**config.mk**
```make
export PLATFORM = sky130hd
export DESIGN_NAME = wdog_timer
export DESIGN_NICKNAME = d
export VERILOG_FILES = /design/src/rtl/wdog_pkg.sv /design/src/rtl/wdog_tick_gen.sv /design/src/rtl/wdog_clear_ctl.sv /design/src/rtl/wdog_chain.sv /design/src/rtl/wdog_timer.sv
export SDC_FILE = /design/constraint.sdc
export NUM_CORES = 1
export LEC_CHECK = 0
export BUFFER_PORTS_ARGS = -buffer_cell sky130_fd_sc_hd__clkbuf_2
export CAP_MARGIN = 20
export CELL_PAD_IN_SITES_DETAIL_PLACEMENT = 1
export CELL_PAD_IN_SITES_GLOBAL_PLACEMENT = 1
export CORE_AREA = 10 10 125 70
export CTS_CLUSTER_DIAMETER = 60
export CTS_CLUSTER_SIZE = 28
export DETAILED_ROUTE_END_ITERATION = 16
export DIE_AREA = 0 0 135 80
export GPL_ROUTABILITY_DRIVEN = 1
export MAX_ROUTING_LAYER = met4
export PLACE_DENSITY_LB_ADDON = 0.12
export SLEW_MARGIN = 0
export SYNTH_ARGS = -nofsm -noshare
export SYNTH_HDL_FRONTEND = slang
export SYNTH_SLANG_ARGS = --single-unit
export TNS_END_PERCENT = 30
```
**constraint.sdc**
```tcl
create_clock -name clk -period 1.6 [get_ports clk]
set_input_delay 0.4 -clock clk [delete_from_list [all_inputs] [get_ports clk]]
set_output_delay 0.4 -clock clk [all_outputs]
set_load 0.1 [all_outputs]
```
**src/rtl/wdog_pkg.sv**
```systemverilog
// Shared types for the watchdog block.
// Assumes: straps are static, so enum decodes are never re-timed.
package wdog_pkg;

    // Tick source selected by the static strap.
    typedef enum logic {
        SRC_INSTR = 1'b0,
        SRC_OSC   = 1'b1
    } tick_src_e;

    // Clear policy selected by the static strap.
    typedef enum logic {
        POLICY_SINGLE = 1'b0,
        POLICY_PAIR   = 1'b1
    } clr_policy_e;

endpackage

```
**src/rtl/wdog_tick_gen.sv**
```systemverilog
// Produces the one-cycle count enable for the watchdog chain.
// Oscillator mode: osc_raw goes through a SYNC_STAGES flop synchronizer
// and a rising-edge detector. Instruction mode: a DIV_BITS counter yields
// one tick every 2**DIV_BITS cycles and freezes while the core is halted.
// Assumes: osc_raw high and low phases each last more than SYNC_STAGES+1 cycles.
module wdog_tick_gen
    import wdog_pkg::*;
#(
    parameter int DIV_BITS    = 2,
    parameter int SYNC_STAGES = 2
) (
    input  logic      clk,
    input  logic      rst_n,
    input  logic      enable,
    input  tick_src_e src,
    input  logic      halted,
    input  logic      wd_clear,
    input  logic      osc_raw,
    output logic      tick
);

    logic [SYNC_STAGES:0]  sync_q;
    logic [DIV_BITS-1:0]   div_q;
    logic                  osc_pulse;
    logic                  instr_run;

    // Synchronizer and edge-history shift register for the slow oscillator.
    always_ff @(posedge clk) begin
        if (!rst_n) begin
            sync_q <= '0;
        end else begin
            sync_q <= {sync_q[SYNC_STAGES-1:0], osc_raw};
        end
    end

    assign osc_pulse = sync_q[SYNC_STAGES-1] & ~sync_q[SYNC_STAGES];
    assign instr_run = enable && (src == SRC_INSTR) && !halted;

    // Instruction-rate phase counter, restarted with the watchdog.
    always_ff @(posedge clk) begin
        if (!rst_n || wd_clear) begin
            div_q <= '0;
        end else if (instr_run) begin
            div_q <= div_q + 1'b1;
        end
    end

    // Select the enable pulse from the active source.
    always_comb begin
        if (src == SRC_OSC) begin
            tick = enable & osc_pulse;
        end else begin
            tick = instr_run & (&div_q);
        end
    end

    // instruction-rate ticks never occur while the core is halted.
    p_halt_no_tick_r8: assert property (@(posedge clk) disable iff (!rst_n)
        (src == SRC_INSTR && halted) |-> !tick);

    // the phase counter holds while halted on the instruction rate.
    p_halt_phase_hold_r8: assert property (@(posedge clk) disable iff (!rst_n)
        (src == SRC_INSTR && halted && !wd_clear) |=> $stable(div_q));

    // no tick leaves this block while disabled.
    p_disabled_no_tick_r10: assert property (@(posedge clk) disable iff (!rst_n)
        !enable |-> !tick);

endmodule

```
**src/rtl/wdog_clear_ctl.sv**
```systemverilog
// Merges the clear sources into one watchdog clear strobe.
// Single policy: clr_one clears. Paired policy: clr_a and clr_b each set a
// pending bit, and the clear fires on the cycle both halves have been seen.
// A halt request always clears. Disabled: nothing clears, nothing pends.
// Assumes: strobes are synchronous to clk and one cycle wide.
module wdog_clear_ctl
    import wdog_pkg::*;
(
    input  logic        clk,
    input  logic        rst_n,
    input  logic        enable,
    input  clr_policy_e policy,
    input  logic        halt_req,
    input  logic        clr_one,
    input  logic        clr_a,
    input  logic        clr_b,
    output logic        wd_clear
);

    logic pend_a_q;
    logic pend_b_q;
    logic seen_a;
    logic seen_b;
    logic paired;
    logic sw_clear;

    assign seen_a   = pend_a_q | clr_a;
    assign seen_b   = pend_b_q | clr_b;
    assign paired   = (policy == POLICY_PAIR);
    assign sw_clear = paired ? (seen_a & seen_b) : clr_one;
    assign wd_clear = enable & (halt_req | sw_clear);

    // Pending halves of the paired clear; dropped when any clear applies.
    always_ff @(posedge clk) begin
        if (!rst_n || wd_clear) begin
            pend_a_q <= 1'b0;
            pend_b_q <= 1'b0;
        end else if (enable && paired) begin
            pend_a_q <= seen_a;
            pend_b_q <= seen_b;
        end
    end

    // once a clear is applied, no half remains pending.
    p_pend_drop_r6: assert property (@(posedge clk) disable iff (!rst_n)
        wd_clear |=> (!pend_a_q && !pend_b_q));

    // a recorded half stays recorded until a clear is applied.
    p_pend_hold_r6: assert property (@(posedge clk) disable iff (!rst_n)
        (pend_a_q && !wd_clear) |=> pend_a_q);

    // the single policy never records pair halves.
    p_single_no_pend_r5: assert property (@(posedge clk) disable iff (!rst_n)
        (policy == POLICY_SINGLE) |=> (!pend_a_q && !pend_b_q));

endmodule

```
**src/rtl/wdog_chain.sv**
```systemverilog
// Base counter followed by the prescaler. The selected tap flags an
// overflow on the tick that completes 2**(BASE_BITS+sel) ticks. The
// overflow and any clear both restart the whole chain from zero.
// Assumes: SEL_BITS can address all PRE_BITS+1 taps.
module wdog_chain #(
    parameter int BASE_BITS = 8,
    parameter int PRE_BITS  = 7,
    parameter int SEL_BITS  = 3
) (
    input  logic                clk,
    input  logic                rst_n,
    input  logic                tick,
    input  logic                wd_clear,
    input  logic [SEL_BITS-1:0] sel,
    output logic                ovf
);

    localparam int NTAPS = PRE_BITS + 1;

    logic [BASE_BITS-1:0] base_q;
    logic [PRE_BITS-1:0]  pre_q;
    logic [NTAPS-1:0]     tap_full;
    logic                 base_full;

    assign base_full   = &base_q;
    assign tap_full[0] = 1'b1;

    // Tap i is full when prescaler bits below i are all ones.
    for (genvar i = 0; i < PRE_BITS; i++) begin : g_tap
        assign tap_full[i+1] = tap_full[i] & pre_q[i];
    end

    assign ovf = tick & base_full & tap_full[sel];

    // Advance the base counter and ripple into the prescaler.
    always_ff @(posedge clk) begin
        if (!rst_n || wd_clear || ovf) begin
            base_q <= '0;
            pre_q  <= '0;
        end else if (tick) begin
            base_q <= base_q + 1'b1;
            if (base_full) begin
                pre_q <= pre_q + 1'b1;
            end
        end
    end

    // the chain restarts from zero after an overflow or a clear.
    p_restart_zero_r9: assert property (@(posedge clk) disable iff (!rst_n)
        (ovf || wd_clear) |=> (base_q == '0 && pre_q == '0));

    // without a tick, clear or overflow the count holds.
    p_hold_no_tick_r8: assert property (@(posedge clk) disable iff (!rst_n)
        (!tick && !wd_clear) |=> ($stable(base_q) && $stable(pre_q)));

endmodule

```
**src/rtl/wdog_timer.sv**
```systemverilog
// Watchdog top: control register, tick source, clear policy, counter chain
// and registered expiry outputs split by the halted state.
// Assumes: opt_* straps change only while rst_n is low.
module wdog_timer
    import wdog_pkg::*;
#(
    parameter int BASE_BITS   = 8,
    parameter int PRE_BITS    = 7,
    parameter int REG_BITS    = 8,
    parameter int DIV_BITS    = 2,
    parameter int SYNC_STAGES = 2
) (
    input  logic                clk,
    input  logic                rst_n,
    input  logic                opt_enable,
    input  logic                opt_osc_src,
    input  logic                opt_dual_clr,
    input  logic                osc_raw,
    input  logic                halt_req,
    input  logic                halted,
    input  logic                clr_one,
    input  logic                clr_a,
    input  logic                clr_b,
    input  logic                reg_we,
    input  logic [REG_BITS-1:0] reg_wdata,
    output logic [REG_BITS-1:0] reg_rdata,
    output logic                to_cold,
    output logic                to_warm
);

    localparam int SEL_BITS = $clog2(PRE_BITS + 1);
    localparam logic [REG_BITS-1:0] REG_RESET = REG_BITS'((1 << SEL_BITS) - 1);

    logic [REG_BITS-1:0] ctrl_q;
    tick_src_e           src;
    clr_policy_e         policy;
    logic                tick;
    logic                wd_clear;
    logic                ovf;
    logic                expire;

    assign src    = opt_osc_src  ? SRC_OSC     : SRC_INSTR;
    assign policy = opt_dual_clr ? POLICY_PAIR : POLICY_SINGLE;

    // Control register: low bits pick the tap, upper bits are plain flags.
    always_ff @(posedge clk) begin
        if (!rst_n) begin
            ctrl_q <= REG_RESET;
        end else if (reg_we) begin
            ctrl_q <= reg_wdata;
        end
    end

    assign reg_rdata = ctrl_q;

    wdog_tick_gen #(
        .DIV_BITS    (DIV_BITS),
        .SYNC_STAGES (SYNC_STAGES)
    ) u_tick (
        .clk      (clk),
        .rst_n    (rst_n),
        .enable   (opt_enable),
        .src      (src),
        .halted   (halted),
        .wd_clear (wd_clear),
        .osc_raw  (osc_raw),
        .tick     (tick)
    );

    wdog_clear_ctl u_clr (
        .clk      (clk),
        .rst_n    (rst_n),
        .enable   (opt_enable),
        .policy   (policy),
        .halt_req (halt_req),
        .clr_one  (clr_one),
        .clr_a    (clr_a),
        .clr_b    (clr_b),
        .wd_clear (wd_clear)
    );

    wdog_chain #(
        .BASE_BITS (BASE_BITS),
        .PRE_BITS  (PRE_BITS),
        .SEL_BITS  (SEL_BITS)
    ) u_chain (
        .clk      (clk),
        .rst_n    (rst_n),
        .tick     (tick),
        .wd_clear (wd_clear),
        .sel      (ctrl_q[SEL_BITS-1:0]),
        .ovf      (ovf)
    );

    // A clear in the same cycle as the overflow wins.
    assign expire = ovf & ~wd_clear;

    // Register the expiry, routed by the halted state at the expiring tick.
    always_ff @(posedge clk) begin
        if (!rst_n) begin
            to_cold <= 1'b0;
            to_warm <= 1'b0;
        end else begin
            to_cold <= expire & ~halted;
            to_warm <= expire & halted;
        end
    end

    // each expiry lasts exactly one cycle.
    p_expiry_one_cycle_r9: assert property (@(posedge clk) disable iff (!rst_n)
        (to_cold || to_warm) |=> (!to_cold && !to_warm));

    // an expiry never appears on both outputs.
    p_expiry_one_side_r9: assert property (@(posedge clk) disable iff (!rst_n)
        $onehot0({to_cold, to_warm}));

    // a disabled watchdog never expires.
    p_disabled_quiet_r10: assert property (@(posedge clk) disable iff (!rst_n)
        !opt_enable |=> (!to_cold && !to_warm));

    // the register holds its value between writes.
    p_ctrl_hold_r4: assert property (@(posedge clk) disable iff (!rst_n)
        !reg_we |=> $stable(ctrl_q));

endmodule

```
==> impl_results.md, run 1 <==
* Status: finished, violations left
* Failing checks: setup timing
* M1 WL at 2591 µm
* Asr flop ratio synth at 0
* P_sw at 531.7 µW
* CP max stage cell: or3b_4
* Layout fillers at about 740
* Final worst setup slack at -32.42 ps
* Worst r2r src: u_tick.div_q[0]
* RSZ-0062 raised after global routing: true
* Initial DRT Pass Iterations at 4
* Net Count, Synth at approximately 190
* Total gr overflow at 0
* Max-slew headroom at 0.6400
* CTS tree: yes
* Critical path peak fanout at 3
* Vias per inst at 4.731
* Clock Skews at roughly 7.5 ps
* Core ar. at roughly 6500 µm²
* Antenna viol nets, final at 0
* Gp weighted congestion at about 0.75
* DRC Markers at 0
* Crit-path max cell delay at about 400 ps
* Fin. Hold Viols at 0
* Mean Syn Cell Area at between 9 and 10 µm²
* Worst Setup End Kind: flop
* Switching Share at 0.2353
* Final Setup Violations at 7
* First-pass GRT wire length at just over 8000 µm
* Area of the die at approximately 11,000 µm²
* Main synth FF type: dfxtp_1
* Min Clock Period, post-route at between 1500 and 2000 ps
* FF-to-FF path depth at 6
* Max_cap viols at 0
* Final Net Count at between 200 and 300
* Total number of vias at between 1,500 and 2,000
* Post-synth cell types at 41
* Hold Path Depth at 3
* Max IR drop VDD at 0.0003413 V
* Min-Delay Endpoint: reg_rdata[2]
* Layout cells sized above 1 at 0.4681
* Register Area at between 600 and 700 µm²
* Count of warnings emitted by yosys at 0
* Number of enable flip-flop cells after synthesis at 0
* Period utilisation layout at 1.020
* Flop-to-flop setup slack at -30 ps
* Most frequent cells in the layout: 42 x buf_4, 25 x dfxtp_1, 21 x clkbuf_2, 16 x nand2_1, 10 x mux2i_1
* Min Hold Slack at about 340 ps
* Combinational power share at 0.114
* WS Path Type: reg2reg
* Netlist Area Pre-Place at 1600 µm²
* Largest cells by area after synthesis: dfxtp_1 40%, mux2i_1 6.3%, a211oi_1 4.7%
* Rows at 21
* Commonest non-fill, non-tap cell in the layout: buf_4
* Clk buf depth at 2
* DR WL/cell at about 16 µm
* Clock power share at 0.519
* Hold_sp: reg_wdata[2]
* Yosys reg bits at 32
* Fmax at ~0.61 GHz
* TritonCTS Sinks at 32
* Worst skew pair latency at 280 ps
* CTS buffer count at 5
* P&R area growth vs syn at 55.75%
* DR top layer: met4
* Gr usage total at 0.09750
* Starting Density at 0.2446
* Reg2reg end: u_chain.pre_q[6]
* Seq pwr share at 0.368
* Diode count at 0
* Footprint of the multi-input gates at between 1000 and 1500 µm²
* Startpoint Class: flop
* Critical-path cell list: ha_4 > or3b_4 > a211o_4 > buf_6 > nand2_1 > a31oi_1
* Setup TNS at -142.5 ps
* Hpwl dp at roughly 3700 µm
* Initial antenna violation count at 0
* Vias in the first global route at 1,689
* 1st-iter DRT viols at 29
* Drt total wl at 5114 µm
* Worst-Margin Slew at approximately 540 ps
* Die X at ~140 µm
* Cell taking the most area after synthesis: dfxtp_1
* Leak at 0.0009314 µW
* Metal2 WL at 2365 µm
* Sequential area share after synthesis at 0.4003
* Die height at 80 µm
* Internal power at between 1500 and 2000 µW
* Critical Path AT at around 1800 ps
* PortBufs at 29
* IO Count at 30
* WL met3 at approximately 120 µm
* Fin. max-slew vios at 0
* WP data required at 1750 ps
* H-tree depth at 2
* Clk pin slew, worst setup/hold paths at roughly 50 ps
* Root buffer cell: clkbuf_16
* Crit path launch: u_tick.div_q[0]
* Hold crit path type: in2reg
* Largest net degree at the start of global routing at 15
* Power per cell area at just over 900 nW/µm²
* Design Power at around 2300 µW
* Share of the synthesized area in the top cell type at 0.4003
* Cells after Synth at about 170
==> registers in the layout, summed over array words and instances, names as in the netlist <==
signal / flops
reg_rdata: 8
u_chain.base_q: 8
u_chain.pre_q: 7
u_tick.sync_q: 3
u_tick.div_q: 2
to_cold: 1
to_warm: 1
u_clr.pend_a_q: 1
u_clr.pend_b_q: 1
==> critical path: cells and delay by family, from the launching register on <==
family	cells	cell delay (ps)
AND/OR/NAND/NOR	2	450
AO/OA/AOI/OAI	2	440
flip-flops	1	350
adder cells (fa/ha/maj)	1	140
buffers and inverters	1	130
==> final cells by class <==
class | count | area share
Inverter | 3 | 0.004518
Clock buffer | 7 | 0.06124
Clock inverter | 1 | 0.01205
Tap cell | 92 | 0.04618
Multi-Input combinational cell | 123 | 0.4142
Timing Repair Buffer | 69 | 0.1993
Sequential cell | 32 | 0.2626
==> cell usage after synthesis, types with 6 or more instances <==
library cell / number
a21oi_1: 6
nor2b_1: 7
o2111ai_1: 6
dfxtp_1: 32
a211oi_1: 10
mux2i_1: 10
xnor2_1: 8
nand2_1: 18
clkbuf_1: 7
==> worst max-delay path by stage <==
stage,end,slack (ps),depth (start not counted)
floorplan,u_chain.pre_q[3],20,5
global placement,to_cold,-260,6
detailed placement,to_cold,-160,6
CTS,u_chain.pre_q[5],-30,6
global route,u_chain.pre_q[5],-110,6
finish,u_chain.pre_q[6],-30,6
==> through the flow <==
stage	worst slack [ps]	cells	cell area, µm²	util
global route	-113.1	327	2492	0.3810
finish	-32.42	327	2492	0.3810
CTS	-30.98	326	2420	0.3699
detailed placement	-164.6	315	2136	0.3264
global placement	-262.2	315	2136	0.3264
floorplan	15.27	167	1620	-
==> power by group through the flow <==
stage | Sequential (µW) | Clock, µW | Combinational [µW]
2_1_floorplan | 929 | 0 | 65.7
3_5_place_dp | 846 | 0 | 250
3_3_place_gp | 845 | 0 | 246
6_report | 831 | 1170 | 257
5_1_grt | 833 | 1230 | 273
4_1_cts | 830 | 1200 | 256
==> cell families (layout without fill, tap and decap cells) <==
family                     after synthesis  count (layout)  share of synthesized area
AOI/OAI and AO/OA                       44              45                     0.2236
xor gates and xnor gates                 8               8                    0.04379
adders and majority gates                4               4                    0.03128
buffers and inverters                   13              80                    0.03831
DFF                                     32              32                     0.4003
muxes                                   10              10                    0.06255
and+or+nand+nor                         56              56                     0.2002
==> metal layers <==
metal  track usage  vias up
met3       0.02198        2
met2        0.1579       27
met1        0.1203      751
met4       0.02564        0
met5             -        -
li1              -      767
==> timing repair <==
item | 4_1_cts | 5_1_grt
hold endpoints to repair | 0 | 0
hold buffers | 0 | 0
buffers inserted | 2 | 1
setup endpoints to repair | 17 | 17
pin swaps | 9 | 9
resized for setup | 18 | 12
cloned | 1 | 0
No activity file was read; power rests on OpenSTA's default activity.
==> run 2, diff against run 1 <==
--- a/config.mk
+++ b/config.mk
@@ -16,7 +16,7 @@
 export DIE_AREA = 0 0 135 80
 export GPL_ROUTABILITY_DRIVEN = 1
 export MAX_ROUTING_LAYER = met4
-export PLACE_DENSITY_LB_ADDON = 0.12
+export PLACE_DENSITY_LB_ADDON = 0.25
 export SLEW_MARGIN = 0
 export SYNTH_ARGS = -nofsm -noshare
 export SYNTH_HDL_FRONTEND = slang
==> impl_results.md, run 2 (synthesis gave the netlist of run 1 again) <==
* Status: finished, violations left (unchanged)
* Failing checks: setup timing (unchanged)
* Crit-path max cell delay at 410 ps (was 400 ps)
* Clock Skews at 3.273 ps (was 7.530 ps)
* Hpwl dp at 3631 µm (was 3668 µm)
* Worst-Margin Slew at 548.6 ps (was 542.3 ps)
* Fin. Hold Viols at 0 (unchanged)
* Hold Path Depth at 2 (was 3)
* Drt total wl at 4857 µm (was 5114 µm)
* P&R area growth vs syn at 55.59% (was 55.75%)
* Gp weighted congestion at 0.7814 (was 0.7529)
* Initial DRT Pass Iterations at 4 (unchanged)
* Critical-path cell list: ha_4 > or3b_4 > a211oi_2 > buf_4 > o2111ai_1 > a31oi_1 (was ha_4 > or3b_4 > a211o_4 > buf_6 > nand2_1 > a31oi_1)
* Vias per inst at 4.755 (was 4.731)
* Core ar. at 6543 µm² (unchanged)
* Startpoint Class: flop (unchanged)
* Final worst setup slack at -58.21 ps (was -32.42 ps)
* Layout cells sized above 1 at 0.4766 (was 0.4681)
* Area of the die at 10,800 µm² (unchanged)
* Max_cap viols at 0 (unchanged)
* Critical path peak fanout at 6 (was 3)
* Gr usage total at 0.09486 (was 0.09750)
* Worst skew pair latency at 280 ps (about the same)
* P_sw at 516.5 µW (was 531.7 µW)
* CP max stage cell: or3b_4 (unchanged)
* Combinational power share at 0.111 (was 0.114)
* Final Net Count at 258 (unchanged)
* Clk pin slew, worst setup/hold paths at 50 ps (about the same)
* IO Count at 30 (unchanged)
* Leak at 0.0009287 µW (was 0.0009314 µW)
* Largest net degree at the start of global routing at 12 (was 15)
* Layout fillers at 743 (was 744)
* Post-placement cell count at 318 (was 315)
* Period utilisation layout at 1.036 (was 1.020)
* FF-to-FF path depth at 6 (unchanged)
* Most frequent cells in the layout: 42 x buf_4, 23 x dfxtp_1, 22 x clkbuf_2, 14 x nand2_1, 10 x mux2i_1 (was 42 x buf_4, 25 x dfxtp_1, 21 x clkbuf_2, 16 x nand2_1, 10 x mux2i_1)
* Root buffer cell: clkbuf_16 (unchanged)
* Post-Place Setup Slack at -154.8 ps (was -164.6 ps)
* Total number of vias at 1,555 (was 1,547)
* Max IR drop VDD at 0.0003873 V (was 0.0003413 V)
* TritonCTS Sinks at 32 (unchanged)
* CTS tree: yes (unchanged)
* CP bufs+invs at 1 (unchanged)
* Antenna viol nets, final at 0 (unchanged)
* Fin. max-slew vios at 0 (unchanged)
* Clk buf depth at 2 (unchanged)
* Vias in the first global route at 1,675 (was 1,689)
* Design Power at 2240 µW (was 2260 µW)
* Worst Setup End Kind: flop (unchanged)
* DRC Markers at 0 (unchanged)
* Final Setup Violations at 7 (unchanged)
* Clock power share at 0.518 (was 0.519)
* Starting Density at 0.2446 (unchanged)
* Power per cell area at 899.8 nW/µm² (was 906.6 nW/µm²)
* Diode count at 0 (unchanged)
* Crit path max-delay family: compound AO/OA/AOI/OAI gates (was simple AND/OR/NAND/NOR gates)
* PortBufs at 29 (unchanged)
* Hold buffer count at cts at 0 (unchanged)
* Critical Path AT at 1860 ps (was 1780 ps)
* Die X at 135 µm (unchanged)
* Min Hold Slack at 327.3 ps (was 339.0 ps)
* 1st-iter DRT viols at 65 (was 29)
* Fmax at 0.6031 GHz (was 0.6126 GHz)
* DR WL/cell at 14.85 µm (was 15.64 µm)
* Hold crit path type: in2reg (unchanged)
* WP data required at 1810 ps (was 1750 ps)
* First-pass GRT wire length at 7976 µm (was 8266 µm)
* Design Area, Final at 2490 µm² (was 2492 µm²)
* RSZ-0062 raised after global routing: true (unchanged)
* Switching Share at 0.2305 (was 0.2353)
* Min Clock Period, post-route at 1658 ps (was 1632 ps)
* Internal power at 1724 µW (was 1728 µW)
* Area of placed instances at 2143 µm² (was 2136 µm²)
* Levels on crit path at 6 (unchanged)
* CTS buffer count at 5 (unchanged)
* Post-route insts no fill at 327 (unchanged)
* Die height at 80 µm (unchanged)
* H-tree depth at 2 (unchanged)
* Seq pwr share at 0.371 (was 0.368)
* Initial antenna violation count at 0 (unchanged)
* Rows at 21 (unchanged)
* Total gr overflow at 0 (unchanged)
* Max-slew headroom at 0.6358 (was 0.6400)
* Commonest non-fill, non-tap cell in the layout: buf_4 (unchanged)
* WS Path Type: reg2reg (unchanged)
run 2: cell count changes in the layout (fill, tap and decap cells not counted), sizes merged:
cell and delta:
o21ai -1, clkbuf +1
run 2: cell type report:
| cell class | instances | area (µm²) | share of cell area |
|---|---|---|---|
| Sequential cell | 32 | 656.9 | 0.2638 |
| Tap cell | 92 | 115.1 | 0.04623 |
| Multi-Input combinational cell | 122 | 1031 | 0.4141 |
| Timing Repair Buffer | 70 | 493.0 | 0.1980 |
| Clock inverter | 1 | 30.03 | 0.01206 |
| Inverter | 3 | 11.26 | 0.004523 |
| Clock buffer | 7 | 152.6 | 0.06131 |
run 2: routing by layer:
metal  GRT usage  up-vias  part of all wire
li1            -      762                 -
met1      0.1029      761              0.45
met2      0.1633       26              0.50
met3     0.02387        6             0.032
met4     0.04167        0             0.015
met5           -        -                 0
run 2: path summary, 6_finish.rpt:
kind         slack [ps]        startpoint               end
max                 -60   u_tick.div_q[0]  u_chain.pre_q[6]
max reg2reg         -60   u_tick.div_q[0]  u_chain.pre_q[6]
min                 330           osc_raw  u_tick.sync_q[0]
min reg2reg         440  u_tick.sync_q[0]  u_tick.sync_q[1]
run 2: what timing repair did:
item,CTS,global route
endpoints found under the setup margin,16,17
gates resized for setup,22,12
pin swaps,6,9
buffers inserted,1,0
run 2: stage by stage:
step           TNS (ps)  utilization
2_1_floorplan         0            -
3_3_place_gp     -869.9       0.3276
3_5_place_dp      -1335       0.3276
4_1_cts          -163.0       0.3716
5_1_grt           -1229       0.3806
6_report         -291.5       0.3806
run 2: power by group through the flow:
stage | Combinational (µW) | Clock [µW] | Sequential (µW)
5_1_grt | 267 | 1250 | 833
3_3_place_gp | 241 | 0 | 845
3_5_place_dp | 246 | 0 | 846
6_report | 249 | 1160 | 830
2_1_floorplan | 65.7 | 0 | 929
4_1_cts | 251 | 1200 | 830
